`src/rtl/hmad_pkg.sv`:
```
// Shared widths, control-word layout and carry-code values for the
// half-word multiply-add unit. Assumes a 32-bit word split into two halves.
package hmad_pkg;
    localparam int WORD_W = 32;
    localparam int HALF_W = WORD_W / 2;
    localparam int MODE_W = 7;
    localparam int CODE_W = 3;

    // Carry codes held in control bits 4:2
    localparam logic [CODE_W-1:0] CC_PLAIN  = 3'd0;
    localparam logic [CODE_W-1:0] CC_LOHALF = 3'd1;
    localparam logic [CODE_W-1:0] CC_HIHALF = 3'd2;
    localparam logic [CODE_W-1:0] CC_SFIX   = 3'd3;
    localparam logic [CODE_W-1:0] CC_BSHIFT = 3'd4;

    // Control word, MSB first: bit6 .. bit0
    typedef struct packed {
        logic              hi_b;
        logic              hi_a;
        logic [CODE_W-1:0] code;
        logic              merge;
        logic              post_shift;
    } ctrl_t;
endpackage

```
`src/rtl/hmad_half_pick.sv`:
```
// Picks one half of an operand word and widens it to the full word.
// Also reports whether the picked half is zero or negative, and whether
// an immediate use of this operand is illegal.
// Assumes WORD_W is even.
module hmad_half_pick #(
    parameter int WORD_W = hmad_pkg::WORD_W,
    localparam int HALF_W = WORD_W / 2
) (
    input  logic [WORD_W-1:0] word,
    input  logic              take_hi,
    input  logic              sgn,
    input  logic              is_imm,
    output logic [WORD_W-1:0] wide,
    output logic              nonzero,
    output logic              negative,
    output logic              bad_imm
);
    logic [HALF_W-1:0] half;

    // Select the requested half and extend it
    always_comb begin
        half     = take_hi ? word[WORD_W-1:HALF_W] : word[HALF_W-1:0];
        wide     = {{HALF_W{sgn & half[HALF_W-1]}}, half};
        nonzero  = |half;
        negative = sgn & half[HALF_W-1];
    end

    // An immediate may not use its high half and must fit in the low half
    always_comb begin
        bad_imm = is_imm & (take_hi | (|word[WORD_W-1:HALF_W]));
    end
endmodule

```
`src/rtl/hmad_addend.sv`:
```
// Forms the addend from the third operand according to the carry code.
// Codes 1 and 2 take one zero-extended half. Every other code passes
// the full word through.
module hmad_addend #(
    parameter int WORD_W = hmad_pkg::WORD_W,
    localparam int HALF_W = WORD_W / 2
) (
    input  logic [hmad_pkg::CODE_W-1:0] code,
    input  logic [WORD_W-1:0]           op_c,
    output logic [WORD_W-1:0]           addend
);
    import hmad_pkg::*;

    // Choose full word or one zero-extended half
    always_comb begin
        unique case (code)
            CC_LOHALF: addend = {{HALF_W{1'b0}}, op_c[HALF_W-1:0]};
            CC_HIHALF: addend = {{HALF_W{1'b0}}, op_c[WORD_W-1:HALF_W]};
            default:   addend = op_c;
        endcase
    end
endmodule

```
`src/rtl/hmad_combine.sv`:
```
// Multiplies the two widened halves and applies the shift, addend,
// sign correction, shifted second-operand add and merge, in that order.
// All sums wrap at the word width.
module hmad_combine #(
    parameter int WORD_W = hmad_pkg::WORD_W,
    localparam int HALF_W = WORD_W / 2
) (
    input  logic [WORD_W-1:0]           wide_a,
    input  logic [WORD_W-1:0]           wide_b,
    input  logic [WORD_W-1:0]           addend,
    input  logic [WORD_W-1:0]           op_b,
    input  hmad_pkg::ctrl_t             ctrl,
    input  logic [1:0]                  nonzero,
    input  logic [1:0]                  negative,
    output logic [WORD_W-1:0]           result
);
    import hmad_pkg::*;

    logic [2*WORD_W-1:0] full_prod;
    logic [WORD_W-1:0]   prod;
    logic [WORD_W-1:0]   base;
    logic [WORD_W-1:0]   fix;
    logic [WORD_W-1:0]   bsh;
    logic [WORD_W-1:0]   mac;
    logic [1:0]          neg_cnt;

    // Low word of the product of the widened halves
    always_comb begin
        full_prod = wide_a * wide_b;
        prod      = full_prod[WORD_W-1:0];
    end

    // Optional post-shift of the product, then the addend
    always_comb begin
        if (ctrl.post_shift)
            base = {prod[HALF_W-1:0], {HALF_W{1'b0}}} + addend;
        else
            base = prod + addend;
    end

    // Sign correction: 2^HALF_W per negative half when both halves are non-zero
    always_comb begin
        neg_cnt = {1'b0, negative[0]} + {1'b0, negative[1]};
        fix     = '0;
        if (ctrl.code == CC_SFIX && (&nonzero))
            fix = {{(WORD_W-HALF_W-2){1'b0}}, neg_cnt, {HALF_W{1'b0}}};
    end

    // Shifted second operand for carry code 4
    always_comb begin
        bsh = '0;
        if (ctrl.code == CC_BSHIFT)
            bsh = {op_b[HALF_W-1:0], {HALF_W{1'b0}}};
    end

    // Final sum and optional merge with the second operand
    always_comb begin
        mac = base - fix + bsh;
        if (ctrl.merge)
            result = {op_b[HALF_W-1:0], mac[HALF_W-1:0]};
        else
            result = mac;
    end
endmodule

```
`src/rtl/hmad_unit.sv`:
```
// Top of the half-word multiply-add unit. Picks a half of each of the
// first two operands, multiplies and adds, and registers the result with
// a valid flag and an illegal-immediate flag. Inputs are taken only in
// cycles with in_valid high. Reset is synchronous and active low.
module hmad_unit #(
    parameter int WORD_W = hmad_pkg::WORD_W,
    localparam int HALF_W = WORD_W / 2,
    localparam int N_MUL = 2
) (
    input  logic              clk,
    input  logic              rst_n,
    input  logic              in_valid,
    input  logic [WORD_W-1:0] op_a,
    input  logic [WORD_W-1:0] op_b,
    input  logic [WORD_W-1:0] op_c,
    input  logic              is_signed,
    input  logic [6:0]        mode,
    input  logic              imm_a,
    input  logic              imm_b,
    output logic              out_valid,
    output logic [WORD_W-1:0] out_result,
    output logic              out_illegal
);
    import hmad_pkg::*;

    ctrl_t             ctrl;
    logic [WORD_W-1:0] words  [N_MUL];
    logic [WORD_W-1:0] wide   [N_MUL];
    logic [N_MUL-1:0]  hi_sel;
    logic [N_MUL-1:0]  imm;
    logic [N_MUL-1:0]  nonzero;
    logic [N_MUL-1:0]  negative;
    logic [N_MUL-1:0]  bad_imm;
    logic [WORD_W-1:0] addend;
    logic [WORD_W-1:0] result;

    // Unpack the control word and gather per-operand inputs
    always_comb begin
        ctrl      = ctrl_t'(mode);
        words[0]  = op_a;
        words[1]  = op_b;
        hi_sel    = {ctrl.hi_b, ctrl.hi_a};
        imm       = {imm_b, imm_a};
    end

    for (genvar g = 0; g < N_MUL; g++) begin : g_pick
        hmad_half_pick #(.WORD_W(WORD_W)) u_pick (
            .word     (words[g]),
            .take_hi  (hi_sel[g]),
            .sgn      (is_signed),
            .is_imm   (imm[g]),
            .wide     (wide[g]),
            .nonzero  (nonzero[g]),
            .negative (negative[g]),
            .bad_imm  (bad_imm[g])
        );
    end

    hmad_addend #(.WORD_W(WORD_W)) u_addend (
        .code   (ctrl.code),
        .op_c   (op_c),
        .addend (addend)
    );

    hmad_combine #(.WORD_W(WORD_W)) u_combine (
        .wide_a   (wide[0]),
        .wide_b   (wide[1]),
        .addend   (addend),
        .op_b     (op_b),
        .ctrl     (ctrl),
        .nonzero  (nonzero),
        .negative (negative),
        .result   (result)
    );

    // Output registers: capture on a strobe, hold otherwise
    always_ff @(posedge clk) begin
        if (!rst_n) begin
            out_valid   <= 1'b0;
            out_result  <= '0;
            out_illegal <= 1'b0;
        end else begin
            out_valid <= in_valid;
            if (in_valid) begin
                out_result  <= result;
                out_illegal <= |bad_imm;
            end
        end
    end

    AST_VALID_FOLLOWS: assert property (@(posedge clk) disable iff (!rst_n)
        in_valid |=> out_valid);
    AST_VALID_DROPS: assert property (@(posedge clk) disable iff (!rst_n)
        !in_valid |=> !out_valid);
    AST_IDLE_HOLD: assert property (@(posedge clk) disable iff (!rst_n)
        !in_valid |=> $stable(out_result));
    AST_MERGE_UPPER: assert property (@(posedge clk) disable iff (!rst_n)
        (in_valid && mode[1]) |=> out_result[WORD_W-1:HALF_W] == $past(op_b[HALF_W-1:0]));
    AST_IMM_HI_BAD: assert property (@(posedge clk) disable iff (!rst_n)
        (in_valid && ((imm_a && mode[5]) || (imm_b && mode[6]))) |=> out_illegal);
    AST_NO_IMM_OK: assert property (@(posedge clk) disable iff (!rst_n)
        (in_valid && !imm_a && !imm_b) |=> !out_illegal);
endmodule

```
`config.mk`:
```
export PLATFORM = sky130hd
export DESIGN_NAME = hmad_unit
export DESIGN_NICKNAME = d
export VERILOG_FILES = /design/src/rtl/hmad_pkg.sv /design/src/rtl/hmad_half_pick.sv /design/src/rtl/hmad_addend.sv /design/src/rtl/hmad_combine.sv /design/src/rtl/hmad_unit.sv
export SDC_FILE = /design/constraint.sdc
export NUM_CORES = 1
export LEC_CHECK = 0
export CORE_MARGIN = 2
export CORE_UTILIZATION = 41
export CTS_CLUSTER_SIZE = 28
export DETAILED_ROUTE_END_ITERATION = 10
export PLACE_DENSITY = 0.56
export SLEW_MARGIN = 20
export SYNTH_ARGS = -nofsm -noshare
export SYNTH_HDL_FRONTEND = slang
export SYNTH_HIERARCHICAL = 1
export SYNTH_SLANG_ARGS = --single-unit
```
`constraint.sdc`:
```
create_clock -name clk -period 20.9 [get_ports clk]
set_clock_uncertainty 0.1 [all_clocks]
set_input_delay 3.135 -clock clk [delete_from_list [all_inputs] [get_ports clk]]
set_output_delay 3.135 -clock clk [all_outputs]
set_load 0.005 [all_outputs]
```
==> impl_metrics.tcl, run 1 <==
set metrics [dict create \
    worst_pin_slew_ns 1.03 \
    cp_max_fo 100 \
    cts.htree.levels 2 \
    grt-ovfl-total 0 \
    area_delta_synth_final_pct 8.06 \
    drv_slew 0 \
    core_um2 54900 \
    reg2reg_depth 2 \
    final_cell_mix "483 x inv_1, 412 x fa_1, 353 x nand2_1, 259 x and2_1, 216 x ha_1" \
    drive_gt1_frac 0.0346 \
    cts_hold_buf 0 \
    r2r_setup_slack_ns 20.13 \
    syn_area_um2 22700 \
    setup_viol 0 \
    pin_count 143 \
    stdcell_area_um2 24500 \
    cp.required_ns 20.97 \
    hold_viol 0 \
    mappedNetlistNets 3403 \
    drtIter0Drc 960 \
    die_h_um 239 \
    final_nets 3421 \
    cts_tree "yes" \
    clk_path_buf_depth 2 \
    synth_seq_cells 34 \
    io_buffers 142 \
    drc 0 \
    ys_warn_count 6 \
    hold_class "register to register" \
    post_cts_resized 0 \
    drv_cap 0 \
    viasPerCell 5.14 \
    cpPeakStageDelay_ns 1.01 \
    diodes 0 \
    initial_core_util 0.414 \
    cts_post_setup_buffers_inserted 0 \
    first_pass_iters 5 \
    holdCritStartpoint "out_illegal$_SDFFE_PN0P_" \
    vias 17431 \
    syn_area_per_cell_um2 8.51 \
    final_antenna_net_count 0 \
    relSlewSlack 0.313 \
    yosysSeqAreaShare 0.0300 \
    crit_slowest_cell "clkdlybuf4s50_1" \
    cts-root-buf "clkbuf_16" \
    grt_pass1_wl_um 101000 \
    synthFlopType "dfxtp_1" \
    arrival_ns 15.49 \
    dpl_cell_area_um2 24400 \
    period_needed_ns 15.41 \
    fin_crit_sh 0.737 \
    dieArea_um2 57200 \
    synth_cell_types 73 \
    cpMostUsedCell "fa_1" \
    antenna_found_initial 2 \
    cts.clk_slew.worst_paths_ns 0.05 \
    fmax_mhz 64.9 \
    synth_edf_count 0 \
    critPathCaptureType "register" \
    place.gp.congestion 0.933 \
    path_class "input pin to register" \
    wirelength_um 62200 \
    top_layer_used "met5" \
    place_ws_ns 5.21 \
    grt_max_degree 109 \
    clk_latency_ns 0.28 \
    fp.dieW_um 239 \
    met2_length_um 30000 \
    endpoint "out_result[31]$_SDFFE_PN0P_" \
    rr_startpoint "out_result[24]$_SDFFE_PN0P_" \
    track_usage 0.226 \
    rsz0062_at_grt "false" \
    layout_commonest_cell "inv_1" \
    rows 86 \
    grt_pass1_vias 18487 \
    timing.final.ws_setup_ns 5.49 \
    synth_cells 2666 \
    startpoint "mode[6]" \
    hpwl_um 50400 \
    met1_length_um 28300 \
    critPathLaunchType "input pin" \
    cts.sink_count 34 \
    numCtsBuffers 5 \
    fillers 5527 \
    dr_wl_met3_um 2680 \
    async_flop_share 0 \
    fin_setup_tns_ns 0 \
    status "complete, no violations" \
    avgRoutedWirePerCell_um 18.4 \
    rr_endpoint "out_result[24]$_SDFFE_PN0P_" \
]
==> sequential cells by signal (all words and copies together) (netlist names) <==
name         count
out_valid        1
out_illegal      1
out_result      32
==> cells in the mapped netlist, drive strengths merged, types with 3 or more instances <==
cell	number	area share
inv	483	0.080
fa	412	0.36
nand2	353	0.058
and2	259	0.071
ha	216	0.12
xnor2	112	0.043
clkbuf	101	0.017
a21oi	81	0.018
nor2	67	0.011
o21ai	64	0.014
mux2	55	0.028
a21o	50	0.017
nor2b	45	0.012
buf	44	0.016
mux2i	39	0.017
xor2	37	0.014
dfxtp	34	0.030
a21boi	18	0.0060
nand3	18	0.0040
nor3	16	0.0035
nand2b	13	0.0036
o21a	13	0.0043
a31oi	12	0.0033
and3	11	0.0030
o21bai	11	0.0036
a211oi	9	0.0032
nor3b	8	0.0031
nor4	8	0.0022
nand4	7	0.0019
or4	7	0.0023
a211o	6	0.0023
or3	6	0.0017
o211ai	4	0.0013
nor4b	3	0.0012
o31ai	3	0.00099
or2	3	0.00083
or4b	3	0.0013
==> per-layer routing <==
layer  vias to the layer above  GRT usage
met5                         -          0
met4                         2     0.0451
met2                       450      0.385
met1                      8642      0.314
li1                       8264          -
met3                        73     0.0175
==> logic make-up (layout without fill, tap and decap cells) <==
family                   after synthesis  in the layout  synth area share
flip-flops                            34             34            0.0300
XOR/XNOR                             151            151            0.0595
buffers and inverters                628            646             0.113
adder cells (fa/ha/maj)              628            628             0.483
multiplexers                          94             94            0.0448
AND/OR/NAND/NOR                      835            835             0.185
AO/OA/AOI/OAI                        296            296            0.0853
==> worst min path at each step <==
stage                                     endpoint  slack, ns  cells past startpoint
after floorplan           out_illegal$_SDFFE_PN0P_       0.40                      2
after global placement    out_illegal$_SDFFE_PN0P_       0.40                      2
after detailed placement  out_illegal$_SDFFE_PN0P_       0.40                      2
after CTS                 out_illegal$_SDFFE_PN0P_       0.41                      2
after global routing      out_illegal$_SDFFE_PN0P_       0.45                      2
final                     out_illegal$_SDFFE_PN0P_       0.41                      2
==> worst max-delay path: cells and delay by family <==
kind	cells	cell delay [ns]
xor gates and xnor gates	3	0.56
muxes	3	0.81
adders and majority gates	12	5.19
and+or+nand+nor	4	1.09
AOI/OAI and AO/OA	11	2.59
buffers and inverters	5	2.00
==> metrics by stage <==
stage | utilization | hold slack, ns | instances
after floorplan | - | 0.396 | 2666
after detailed placement | 0.444 | 0.401 | 3381
final | 0.447 | 0.409 | 3388
after CTS | 0.447 | 0.415 | 3388
after global placement | 0.444 | 0.402 | 3381
after global routing | 0.447 | 0.448 | 3388
==> final cells by class <==
| cell class | count | area [um2] | share of cell area |
|---|---|---|---|
| inverters | 483 | 1810 | 0.0739 |
| clock inverters | 1 | 30.0 | 0.00122 |
| well taps | 704 | 881 | 0.0359 |
| flip-flops and latches | 34 | 681 | 0.0278 |
| clock buffers | 6 | 139 | 0.00566 |
| multi-input cells | 2004 | 19500 | 0.794 |
| repair buffers | 156 | 1520 | 0.0618 |
Power of run 1 is left out: the tool's default activity adds up to more than one toggle a clock period on the data nets, which glitch-free logic cannot reach.
==> run 2, diff against run 1 <==
PLACE_DENSITY = 0.58   (was 0.56)
clock period = 13.5 ns   (was 20.9 ns; I/O delays follow)
==> run 2 against run 1 <==
  * Die area did not move
  * Via count grew 3.3%
  * Utilization is 2.1 points higher
  * Sequential share of layout area down 0.12 points
  * Global-route usage rose by 0.54 points
  * Critical path depth increased by 13
  * Non-clock buffer count is 124 higher
  * Wire length grew 4.5%
  * Hold slack improved by 0.0088 ns
  * Clock-buffer cell count is 1 lower
  * Cell count rose by 3.7%
==> impl_metrics.tcl, run 2 (synthesized netlist as in run 1, its figures left out) <==
set metrics [dict create \
    layout_commonest_cell "inv_1" \
    clk_latency_ns 0.29 \
    cts.htree.levels 2 \
    drv_slew 0 \
    grt-ovfl-total 0 \
    top_register "out_result" \
    hold_viol 0 \
    grt_pass1_vias 19098 \
    viasPerCell 5.13 \
    drc 0 \
    arrival_ns 12.99 \
    hold_class "register to register" \
    place_ws_ns 0.0782 \
    top_regs "out_result: 32 flops, out_illegal: 1 flops, out_valid: 1 flops" \
    dieArea_um2 57200 \
    cts.clk_slew.worst_paths_ns 0.06 \
    diodes 0 \
    fin_crit_sh 0.957 \
    drive_gt1_frac 0.0840 \
    critPathCaptureType "register" \
    area_delta_synth_final_pct 13.1 \
    grt_pass1_wl_um 104000 \
    path_class "input pin to register" \
    first_pass_iters 5 \
    clk_path_buf_depth 2 \
    core_um2 54900 \
    cts-root-buf "clkbuf_16" \
    rr_endpoint "out_result[29]$_SDFFE_PN0P_" \
    min_to "out_result[1]$_SDFFE_PN0P_" \
    worst_pin_slew_ns 1.02 \
    period_needed_ns 12.91 \
    fp.dieW_um 239 \
    drtIter0Drc 1001 \
    final_antenna_net_count 0 \
    critPathLaunchType "input pin" \
    pin_count 143 \
    fin_setup_tns_ns 0 \
    numCtsBuffers 5 \
    path_buf_inv 8 \
    place.gp.congestion 0.933 \
    status "complete, no violations" \
    die_h_um 239 \
    avgRoutedWirePerCell_um 18.5 \
    cts_hold_buf 0 \
    final_cell_count_no_fill 3514 \
    setup_viol 0 \
    hpwl_um 55400 \
    vias 18012 \
    cp_max_fo 10 \
    cp_top_family "adder cells" \
    io_buffers 142 \
    crit_slowest_cell "fa_1" \
    cts_tree "yes" \
    rows 86 \
    holdCritStartpoint "out_result[1]$_SDFFE_PN0P_" \
    final_cell_mix "482 x inv_1, 412 x fa_1, 353 x nand2_1, 257 x and2_1, 216 x ha_1" \
    reg2reg_depth 2 \
    initial_core_util 0.414 \
    final_nets 3546 \
    rsz0062_at_grt "false" \
    wirelength_um 65000 \
    fmax_mhz 77.4 \
    timing.final.ws_setup_ns 0.586 \
    antenna_found_initial 0 \
    r2r_setup_slack_ns 12.75 \
    drv_cap 0 \
    dp.cells 3501 \
    largest_register_ffs 32 \
    rr_startpoint "out_result[29]$_SDFFE_PN0P_" \
    track_usage 0.231 \
    cpMostUsedCell "fa_1" \
    cpPeakStageDelay_ns 0.53 \
    cp.required_ns 13.57 \
    startpoint "mode[6]" \
    relSlewSlack 0.320 \
    cts.sink_count 34 \
    grt_max_degree 86 \
    whs_path_depth 2 \
]
-- run 2: changes by cell type in the layout (fill, tap and decap cells not counted), moves of 3 or more --
cell | before | now
buf_12 | 0 | 5
a21oi_2 | 1 | 4
a21oi_1 | 80 | 77
buf_4 | 14 | 130
o21ai_0 | 58 | 55
-- run 2: worst min-delay path, delay by kind of cell, from the launching register on --
family,cells,cell delay [ns]
DFF,1,0.32
muxes,1,0.06
and+or+nand+nor,1,0.10
-- run 2: worst max-delay path by stage --
stage	depth (start not counted)	end	slack, ns
floorplan	47	out_result[31]$_SDFFE_PN0P_	0.97
global placement	50	out_result[31]$_SDFFE_PN0P_	0.18
detailed placement	49	out_result[29]$_SDFFE_PN0P_	0.08
CTS	49	out_result[29]$_SDFFE_PN0P_	0.32
global route	50	out_result[29]$_SDFFE_PN0P_	0.03
finish	51	out_result[29]$_SDFFE_PN0P_	0.59
-- run 2: per-layer routing --
layer | wire [um] | share of wire | vias to the layer above | track usage
li1 | - | - | 8504 | -
met1 | 29700 | 0.46 | 9011 | 0.324
met2 | 31300 | 0.48 | 447 | 0.397
met3 | 3000 | 0.046 | 50 | 0.0122
met4 | 1050 | 0.016 | 0 | 0.0424
met5 | 0 | 0 | - | 0
-- run 2: final cells by class --
cell class	count	area [um2]
Inverter	483	1820
Sequential cell	34	681
Fill cell	5439	29200
Clock buffer	5	125
Timing Repair Buffer	280	2540
Multi-Input combinational cell	2005	19600
Tap cell	704	881
Clock inverter	3	68.8
-- run 2: timing repair --
action	in CTS	in global routing
endpoints found under the setup margin	0	7
buffers inserted	0	3
gates resized for setup	0	25
-- run 2: per-stage QoR --
step / utilization / hold WS, ns / area (um2)
after floorplan: - / 0.396 / 22700
after global placement: 0.461 / 0.400 / 25300
after detailed placement: 0.461 / 0.408 / 25300
after CTS: 0.465 / 0.421 / 25500
after global routing: 0.468 / 0.437 / 25700
final: 0.468 / 0.418 / 25700
Power of run 2 is left out for the same reason.
==> run 3, diff against run 2 <==
CORE_ASPECT_RATIO = 0.6   (was default)
==> run 3 against run 2 <==
  * Fmax is 1.4% lower
  * Non-clock buffer count is 51 higher
  * Sequential share of layout area decreased by 0.057 points
  * Via count rose by 3.7%
  * Sequential cell count is the same
  * Setup slack lost 0.18 ns
  * Final area increased by 2.2%
  * Global-route usage rose by 3.7 points
  * Utilization up 1.4 points
  * Register-to-register slack hardly changed
  * Cell count is 1.7% higher
  * Largest cell class unchanged
  * Highest routed layer unchanged
==> impl_metrics.tcl, run 3 (synthesized netlist as in run 1, its figures left out) <==
set metrics [dict create \
    status "complete, no violations" \
    antenna_found_initial 3 \
    hold_ws_ns 0.420 \
    cts_hold_buf 0 \
    layout_commonest_cell "inv_1" \
    final_antenna_net_count 0 \
    worst_pin_slew_ns 1.10 \
    path_class "input pin to register" \
    cts.htree.levels 2 \
    grt_max_degree 77 \
    top_register "out_result" \
    grt-ovfl-total 0 \
    first_pass_iters 6 \
    top_regs "out_result: 32 flops, out_illegal: 1 flops, out_valid: 1 flops" \
    track_usage 0.268 \
    rows 66 \
    cts.clk_slew.worst_paths_ns 0.07 \
    fp.dieW_um 308 \
    drive_gt1_frac 0.104 \
    period_needed_ns 13.09 \
    cts_tree "yes" \
    pin_count 143 \
    area_delta_synth_final_pct 15.6 \
    fin_crit_sh 0.970 \
    place_ws_ns -0.535 \
    setup_viol 0 \
    path_buf_inv 7 \
    cp_max_fo 12 \
    hold_viol 0 \
    io_buffers 142 \
    largest_register_ffs 32 \
    vias 18674 \
    final_nets 3596 \
    hold_class "register to register" \
    crit_slowest_cell "fa_1" \
    critPathLaunchType "input pin" \
    drc 0 \
    fmax_mhz 76.4 \
    final_cell_mix "482 x inv_1, 411 x fa_1, 353 x nand2_1, 259 x and2_1, 214 x ha_1" \
    timing.final.ws_setup_ns 0.406 \
    cts.sink_count 34 \
    drv_slew 0 \
    wirelength_um 76100 \
    arrival_ns 13.19 \
    die_h_um 186 \
    viasPerCell 5.22 \
    drv_cap 0 \
    core_um2 54400 \
    grt_pass1_vias 18447 \
    cts-root-buf "clkbuf_16" \
    grt_pass1_wl_um 115000 \
    fillers 5280 \
    dieArea_um2 57300 \
    initial_core_util 0.417 \
    avgRoutedWirePerCell_um 21.3 \
    cpPeakStageDelay_ns 0.52 \
    cp.required_ns 13.60 \
    clk_latency_ns 0.29 \
    cp_top_family "adder cells" \
    drtIter0Drc 1741 \
    relSlewSlack 0.267 \
    clk_path_buf_depth 2 \
    numCtsBuffers 5 \
    critPathCaptureType "register" \
    hpwl_um 65800 \
    place.gp.congestion 0.928 \
    diodes 0 \
]
-- run 3: cell count changes in the layout (fill, tap and decap cells not counted), moves of 2 or more --
cell	change
a31oi_1	-2
a31oi_2	+2
and2_1	+2
and2_4	-2
buf_12	+2
buf_4	+47
buf_6	+2
ha_1	-2
ha_2	+2
mux2_2	-12
mux2_4	+11
o21ai_2	+2
-- run 3: cell type report --
cell class | count | area [um2] | share of cell area
Sequential cell | 34 | 681 | 0.0260
Clock buffer | 5 | 125 | 0.00477
Clock inverter | 3 | 68.8 | 0.00262
Inverter | 483 | 1810 | 0.0691
Multi-Input combinational cell | 2004 | 19700 | 0.750
Timing Repair Buffer | 331 | 2970 | 0.113
Tap cell | 714 | 893 | 0.0341
-- run 3: metal layers --
metal,vias to the layer above,track usage,share of wire
met5,-,0,0
met4,0,0.0228,0.0081
met2,754,0.346,0.37
met3,31,0.0550,0.10
li1,8620,-,-
met1,9269,0.456,0.53
-- run 3: what timing repair did --
action | in CTS | in global routing
setup buffers | 0 | 15
pin swaps | 0 | 11
cloned | 0 | 2
gates resized for setup | 2 | 51
endpoints found under the setup margin | 2 | 7
hold endpoints to repair | 0 | 0
-- run 3: path summary, 6_finish.rpt --
check | from | to | slack, ns | cells past startpoint
hold reg to reg | out_result[2]$_SDFFE_PN0P_ | out_result[2]$_SDFFE_PN0P_ | 0.42 | 2
hold / removal | out_result[2]$_SDFFE_PN0P_ | out_result[2]$_SDFFE_PN0P_ | 0.42 | 2
setup / recovery | mode[6] | out_result[29]$_SDFFE_PN0P_ | 0.41 | 50
setup reg to reg | out_result[29]$_SDFFE_PN0P_ | out_result[29]$_SDFFE_PN0P_ | 12.75 | 2
-- run 3: worst reg2reg max path: stages, from the launching register on --
cell and delay [ns]:
dfxtp_1 0.38, mux2i_1 0.09, nor2b_1 0.13
-- run 3: through the flow --
stage | setup TNS [ns] | area, um2 | utilization | instances
finish | 0 | 26200 | 0.482 | 3574
floorplan | 0 | 22700 | - | 2666
detailed placement | -1.15 | 25600 | 0.471 | 3549
CTS | 0 | 25800 | 0.475 | 3557
global route | -0.0451 | 26200 | 0.482 | 3574
global placement | -0.590 | 25600 | 0.471 | 3549
Power of run 3 is left out for the same reason.
